File: src/rtl/xing_pkg.sv
// Package: shared phase type and lamp decode for the crossing controller.
// Assumes two roads, indexed 0 (main, A) and 1 (side, B).
package xing_pkg;

    typedef enum logic [1:0] {
        PH_A_GRN = 2'd0,
        PH_A_YEL = 2'd1,
        PH_B_GRN = 2'd2,
        PH_B_YEL = 2'd3
    } phase_t;

    // Lamp set for one road, ordered red, yellow, green.
    typedef struct packed {
        logic red;
        logic yel;
        logic grn;
    } lamps_t;

    // Lamps of road `road` during phase `ph`: green or yellow when it owns the phase, red otherwise.
    function automatic lamps_t road_lamps(input phase_t ph, input int road);
        lamps_t l;
        phase_t own_grn;
        phase_t own_yel;
        own_grn = (road == 0) ? PH_A_GRN : PH_B_GRN;
        own_yel = (road == 0) ? PH_A_YEL : PH_B_YEL;
        l.grn = (ph == own_grn);
        l.yel = (ph == own_yel);
        l.red = !(l.grn || l.yel);
        return l;
    endfunction

endpackage

File: src/rtl/xing_timer.sv
// Module: xing_timer
// Counts timing ticks since the last restart and saturates at CAP.
// Assumes restart and tick are synchronous; restart takes priority over tick.
module xing_timer #(
    parameter int CAP   = 50,
    localparam int CW   = $clog2(CAP + 1)
) (
    input  logic          clk,
    input  logic          rst_n,
    input  logic          tick,
    input  logic          restart,
    output logic [CW-1:0] count
);

    // Tick counter: clears on reset or restart, otherwise counts ticks up to CAP.
    always_ff @(posedge clk) begin
        if (!rst_n || restart) begin
            count <= '0;
        end else if (tick && (count < CW'(CAP))) begin
            count <= count + 1'b1;
        end
    end

endmodule

File: src/rtl/xing_fsm.sv
// Module: xing_fsm
// Holds the crossing phase and chooses the next one from the timer and the sensors.
// Assumes count is the number of ticks since the phase (or extension) began.
// Raises restart whenever the phase changes or the side-road green is extended.
module xing_fsm
    import xing_pkg::*;
#(
    parameter int MIN_GREEN_TICKS = 50,
    parameter int YELLOW_TICKS    = 5,
    parameter int CW              = 6
) (
    input  logic          clk,
    input  logic          rst_n,
    input  logic [CW-1:0] count,
    input  logic          car_a,
    input  logic          car_b,
    output phase_t        phase,
    output logic          restart
);

    phase_t next_phase;
    logic   green_done;
    logic   yellow_done;
    logic   extend;

    // Interval-elapsed flags compared against the timer.
    always_comb begin
        green_done  = (count >= CW'(MIN_GREEN_TICKS));
        yellow_done = (count >= CW'(YELLOW_TICKS));
    end

    // Next-phase selection: main-road priority with side-road extension.
    always_comb begin
        next_phase = phase;
        extend     = 1'b0;
        case (phase)
            PH_A_GRN: if (green_done && car_b) next_phase = PH_A_YEL;
            PH_A_YEL: if (yellow_done)         next_phase = PH_B_GRN;
            PH_B_GRN: begin
                if (green_done) begin
                    if (car_b && !car_a) extend     = 1'b1;
                    else                 next_phase = PH_B_YEL;
                end
            end
            PH_B_YEL: if (yellow_done)         next_phase = PH_A_GRN;
            default:                           next_phase = PH_A_GRN;
        endcase
    end

    // Timer restart request on any phase change or extension.
    always_comb begin
        restart = (next_phase != phase) || extend;
    end

    // Phase register with synchronous active-low reset into main-road green.
    always_ff @(posedge clk) begin
        if (!rst_n) phase <= PH_A_GRN;
        else        phase <= next_phase;
    end

endmodule

File: src/rtl/xing_lamp_dec.sv
// Module: xing_lamp_dec
// Decodes the phase into per-road lamp sets, one generated decoder per road.
// Assumes index 0 is road A and index 1 is road B.
module xing_lamp_dec
    import xing_pkg::*;
#(
    parameter int ROADS = 2
) (
    input  phase_t phase,
    output lamps_t lamps [ROADS]
);

    for (genvar r = 0; r < ROADS; r++) begin : g_road
        // Per-road lamp decode.
        always_comb begin
            lamps[r] = road_lamps(phase, r);
        end
    end

endmodule

File: src/rtl/traffic_xing_ctrl.sv
// Module: traffic_xing_ctrl (top)
// Two-road crossing controller: main road A has priority and side road B is served on demand.
// Assumes tick_en is a one-cycle pulse and the sensors are synchronous to clk.
module traffic_xing_ctrl
    import xing_pkg::*;
#(
    parameter int MIN_GREEN_TICKS = 50,
    parameter int YELLOW_TICKS    = 5
) (
    input  logic clk,
    input  logic rst_n,
    input  logic tick_en,
    input  logic car_a,
    input  logic car_b,
    output logic a_red,
    output logic a_yel,
    output logic a_grn,
    output logic b_red,
    output logic b_yel,
    output logic b_grn
);

    localparam int CAP = (MIN_GREEN_TICKS > YELLOW_TICKS) ? MIN_GREEN_TICKS : YELLOW_TICKS;
    localparam int CW  = $clog2(CAP + 1);

    logic [CW-1:0] count;
    logic          restart;
    phase_t        phase;
    lamps_t        lamps [2];

    xing_timer #(.CAP(CAP)) timer_i (
        .clk     (clk),
        .rst_n   (rst_n),
        .tick    (tick_en),
        .restart (restart),
        .count   (count)
    );

    xing_fsm #(
        .MIN_GREEN_TICKS (MIN_GREEN_TICKS),
        .YELLOW_TICKS    (YELLOW_TICKS),
        .CW              (CW)
    ) fsm_i (
        .clk     (clk),
        .rst_n   (rst_n),
        .count   (count),
        .car_a   (car_a),
        .car_b   (car_b),
        .phase   (phase),
        .restart (restart)
    );

    xing_lamp_dec #(.ROADS(2)) dec_i (
        .phase (phase),
        .lamps (lamps)
    );

    // Lamp outputs taken from the per-road decoders.
    always_comb begin
        {a_red, a_yel, a_grn} = lamps[0];
        {b_red, b_yel, b_grn} = lamps[1];
    end

endmodule

File: config.mk
export PLATFORM = sky130hd
export DESIGN_NAME = traffic_xing_ctrl
export DESIGN_NICKNAME = d
export VERILOG_FILES = /design/src/rtl/xing_pkg.sv /design/src/rtl/xing_timer.sv /design/src/rtl/xing_fsm.sv /design/src/rtl/xing_lamp_dec.sv /design/src/rtl/traffic_xing_ctrl.sv
export SDC_FILE = /design/constraint.sdc
export NUM_CORES = 1
export LEC_CHECK = 0
export BUFFER_PORTS_ARGS = -buffer_cell sky130_fd_sc_hd__buf_2
export CORE_AREA = 2 2 39 41
export CTS_CLUSTER_DIAMETER = 200
export DETAILED_ROUTE_END_ITERATION = 6
export DIE_AREA = 0 0 41 43
export MAX_ROUTING_LAYER = met4
export PLACE_DENSITY = 0.68
export SYNTH_ARGS = -nofsm -noshare
export SYNTH_HDL_FRONTEND = slang
export SYNTH_SLANG_ARGS = --single-unit
File: constraint.sdc
create_clock -name clk -period 3.3 [get_ports clk]
set_input_delay 0.99 -clock clk [delete_from_list [all_inputs] [get_ports clk]]
set_output_delay 0.99 -clock clk [all_outputs]
set_load 0.02 [all_outputs]
# ---- After elaboration in Yosys (flattened, before gate mapping)
# Cells that the tools add are included.
dict set report totals {
  ff_bits 8
  out_inout_bits 6
  wordCells 31
}
dict set report classes {
  add_sub_neg 1
  n_lt_le_gt_ge 3
  eq_ne 4
  n_mux 9
  reduce_logical 12
}
# cell n
set ops {}
lappend ops {{2-bit 2-to-1 mux} 5}
lappend ops {{2-bit one-hot mux with 4 select lines} 1}
lappend ops {{6-bit by 1-bit adder with 6-bit output, second input constant} 1}
lappend ops {{6-bit by 3-bit greater-or-equal comparator with 1-bit output, second input constant} 1}
lappend ops {{6-bit greater-or-equal comparator, second input constant} 1}
lappend ops {{6-bit < comparator, second input constant} 1}
lappend ops {{2-bit equality test, second input constant} 2}
lappend ops {{1-bit zero test} 4}
lappend ops {{1-bit logical OR} 4}
lappend ops {{1-bit logical AND} 3}
lappend ops {{1-bit 2-to-1 mux} 3}
lappend ops {{2-bit by 1-bit equality test with 1-bit output, second input constant} 1}
lappend ops {{2-bit zero test} 1}
lappend ops {{2-bit != test} 1}

# ---- Logic depth before layout (Yosys ltp)
dict set report logic_depth {
  word_depth 8
  mapped_depth 6
}

# ---- By module
# From an unflattened synthesis, not the netlist that was laid out.
dict set report unflattened {
  cells_unflattened 57
  area_unflattened_um2 481.7
}
# mod instances cells_per_inst area_per_inst_um2 seq_area_each_um2
set modules_own_cells {}
lappend modules_own_cells {xing_timer 1 35 315.3 120.1}
lappend modules_own_cells {xing_fsm 1 16 135.1 40.0}
lappend modules_own_cells {xing_lamp_dec 1 6 31.3 0.0}

# ---- Least setup slack after synthesis
# Ideal clock, no wire load.
dict set report synth_path {
  kind {flip-flop to output port}
  start {reg fsm_i.phase[1]}
  end {out b_grn}
  arrival_time_ns 0.863
  path_slack_ns 1.447
  stages_incl_launch_ff 3
  path_buffers 0
  path_cell_list {dfxtp_1 -> inv_1 -> nor2_1}
}
dict set report synth_via {
  elab_chain_cells 1
}
# item line
set synth_rtl {}
lappend synth_rtl {{from (decl)} xing_fsm.sv:17} ;# output phase_t phase,
lappend synth_rtl {{from (signal assigned)} xing_fsm.sv:58} ;# else phase <= next_phase;
lappend synth_rtl {{2-bit equality test} xing_pkg.sv:26} ;# l.grn = (ph == own_grn);
lappend synth_rtl {{to (decl)} traffic_xing_ctrl.sv:20} ;# output logic b_grn
# No other way between the ends.

# ---- Final worst setup path
dict set report layout_path {
  start {reg fsm_i.phase[0]}
  end {out a_yel}
}
dict set report layout_via {
  elab_chain_cells 1
}
# item line
set layout_rtl {}
lappend layout_rtl {{2-bit by 1-bit equality test with 1-bit output} xing_pkg.sv:27} ;# l.yel = (ph == own_yel);
lappend layout_rtl {{to (decl)} traffic_xing_ctrl.sv:16} ;# output logic a_yel,
# No other way between the ends.

==> summary.md <==
| Metric | Value |
|---|---|
| TritonCTS clock tree | `yes` |
| GR Util All Layers | `between 10 and 15%` |
| Pleak | `~0.23 nW` |
| RSZ-0062 raised after global routing | `false` |
| Placed insts | `81` |
| Via/cell ratio | `about 4.9` |
| Critical path arrival | `1.03 ns` |
| Final Max Slew Viols | `0` |
| Period utilisation layout | `61.2%` |
| Worst setup EP type | `primary output` |
| WP buf/inv | `2` |
| Die W | `roughly 41 um` |
| Crit path max fanout | `5` |
| Comb power frac | `between 10 and 15%` |
| Internal power | `approximately 150 uW` |
| Detailed Routing Iterations Pass 1 | `4` |
| Cell count after synthesis | `56` |
| Nets | `between 70 and 80` |
| Vias | `between 400 and 500` |
| Antenna violations before repair | `0` |
| I/O pin count | `11` |
| WL per Instance | `roughly 11 um` |
| Clock Skew | `~0.0029 ns` |
| Register area share after synthesis | `about a third` |
| Commonest cells in the netlist | `nor2_1 (9), dfxtp_1 (8), inv_1 (5), nand2_1 (5), ha_1 (4)` |
| Most used DFF post-synth | `dfxtp_1` |
| Worst-path cell chain | `inv_1, nor2_1, buf_2` |
| Vias in the first global route | `428` |
| Routed WL | `902 um` |
| Number of max-cap violations | `0` |
| Area of the multi-input gates | `~290 um^2` |
| Clock edge transition at the registers on the reported setup and hold paths | `roughly 0.050 ns` |
| Req. time, crit path | `around 2.3 ns` |
| #FFs+latches synth | `8` |
| Ant diodes | `0` |
| Final setup vio count | `0` |
| Postcts setup bufs | `0` |
| GR Overflow Total | `0` |
| Htree depth | `1` |
| Post-CTS Resized | `0` |
| Cts bufs inserted | `3` |
| Max IR drop VDD | `approximately 170 uV` |
| Setup TNS | `0 ns` |
| Skew-Pair Late Insertion Delay | `about 0.24 ns` |
| Design area | `between 500 and 600 um^2` |
| Placed Area | `542 um^2` |
| Area grow syn2layout | `18.7%` |
| Die ar. | `around 1800 um^2` |
| Cts hold-fix bufs | `0` |
| Worst slew margin | `a little over three fifths` |
| CP delay by family, top | `flip-flops` |
| Post-DP HPWL | `a little over 700 um` |
| Distinct cells, synth | `24` |
| Sequential share of power | `about 54%` |
| Hold WS | `around 0.54 ns` |
| Warnings from Yosys | `0` |
| First-pass GRT wire length | `around 1.7 mm` |
| Initial drt markers | `6` |
| Pin slew with the least headroom to its limit | `between 0.5 and 0.6 ns` |
| Hold WC Path Type | `reg -> reg` |
| Fill cells | `155` |
| CTS root buffer | `clkbuf_4` |
| Layout cell share with drive strength beyond 1 | `about a quarter` |
| Switching portion of total power | `about 22%` |
| Bufs on Longest Clock Path | `2` |
| EDFF count, synth | `0` |
| Critical path class | `reg -> out` |
| Synthesized Nets | `between 60 and 70` |
| Die height | `about 43 um` |
| Worst path slowest cell | `dfxtp_1` |
| Seq. cell area | `~160 um^2` |
| Psw | `between 40 and 50 uW` |
| Yosys top cell area share | `33.7%` |
| Max incr delay on CP | `between 0.3 and 0.4 ns` |
| Top post-synthesis cells by area | `dfxtp_1 (34%), ha_1 (11%), nor2_1 (7.1%)` |
| Most common cell in the netlist | `nor2_1` |
| Cell Count, Final, Fillers Out | `84` |
| Final Hold Fails | `0` |
| Sink Count | `8` |
| Synth Area per Inst | `approximately 8.5 um^2` |
| Std cell rows | `14` |
| Status | `complete, no violations` |
| Period minus WS final | `around 2.0 ns` |
| Syn Std Cell Area | `around 480 um^2` |
| Yosys top cell by area | `dfxtp_1` |
| Startpoint Class | `register` |
| Antenna-violating nets left | `0` |
| Fmax | `about 0.49 GHz` |
| Power per Cell Area | `between 300 and 400 nW/um^2` |
| Largest net degree at the start of global routing | `9` |
| DRC viols | `0` |
| Initial Util | `around 34%` |
| Gp weighted congestion | `~0.87` |
| Core ar. | `approximately 1400 um^2` |
| Async S/R FF share, synth | `0%` |
| Clock power share | `a little over a third` |
| Buffers on Ports | `10` |
## worst reg2reg max path: stages (launching register included)
cell       delay [ns]
dfxtp_1          0.43
inv_1            0.09
ha_1             0.17
nand2b_1         0.17
a2111oi_4        0.45
o211ai_2         0.18
o21ba_1          0.25
## per-stage QoR
step	util (%)	total power [mW]	setup WS, ns
6_report	40.8	0.192	1.28
5_1_grt	40.8	0.206	1.18
4_1_cts	40.8	0.195	1.26
3_5_place_dp	39.2	0.126	1.31
3_3_place_gp	39.2	0.126	1.34
2_1_floorplan	-	0.119	1.45
## final timing paths
path	start	slack, ns	depth (start not counted)	endpoint
hold / removal	fsm_i.phase[0]	0.54	2	fsm_i.phase[0]
setup reg to reg	timer_i.count[1]	1.51	6	timer_i.count[5]
setup / recovery	fsm_i.phase[0]	1.28	3	a_yel
hold reg to reg	fsm_i.phase[0]	0.54	2	fsm_i.phase[0]
## registers in the layout, summed over array words and instances (netlist names)
| name | cells |
|---|---|
| fsm_i.phase | 2 |
| timer_i.count | 6 |
## final cells by class
class / instances / share of cell area (%)
Multi-Input combinational cell: 42 / 51.9
Inverter: 5 / 3.33
Timing Repair Buffer: 10 / 8.87
Sequential cell: 8 / 28.4
Clock buffer: 3 / 3.99
Tap cell: 16 / 3.55
## logic make-up (layout without fill, tap and decap cells)
kind of cell | count (synthesis) | after routing | synth area share, %
flops | 8 | 8 | 33.7
fa+ha+maj | 4 | 4 | 10.5
simple gates | 23 | 23 | 23.2
compound gates | 13 | 13 | 24.2
buf+inv | 6 | 18 | 4.74
xor+xnor | 2 | 2 | 3.68
## routing by layer
| metal | GRT usage (%) | share of wire [%] |
|---|---|---|
| met4 | 2.00 | 0 |
| met5 | - | 0 |
| met3 | 4.71 | 5.7 |
| met1 | 18.1 | 50 |
| met2 | 20.9 | 44 |
## power groups by stage
stage          clock network (mW)  logic [mW]  registers (mW)
2_1_floorplan                   0      0.0146           0.104
3_3_place_gp                    0      0.0209           0.105
3_5_place_dp                    0      0.0214           0.105
4_1_cts                    0.0708      0.0215           0.103
5_1_grt                    0.0766      0.0255           0.104
6_report                   0.0671      0.0213           0.103
## layout by cell type (no fill, tap or decap)
cell type | synthesis | routed
a2111oi_4 | 1 | 1
a211oi_1 | 1 | 1
a21boi_0 | 1 | 1
a21oi_1 | 2 | 2
a31oi_1 | 1 | 1
a41o_1 | 1 | 1
buf_2 | 0 | 10
clkbuf_4 | 0 | 3
dfxtp_1 | 8 | 8
ha_1 | 4 | 4
inv_1 | 5 | 5
nand2_1 | 5 | 5
nand2b_1 | 1 | 1
nand3_1 | 2 | 2
nand4_1 | 2 | 2
nor2_1 | 9 | 9
nor3_1 | 1 | 1
nor4_1 | 1 | 1
o211ai_2 | 1 | 1
o21ai_0 | 3 | 3
o21ba_1 | 1 | 1
o311ai_0 | 1 | 1
or3_1 | 1 | 1
or4_4 | 1 | 1
xnor2_1 | 2 | 2
No activity file was read; power rests on OpenSTA's default activity.
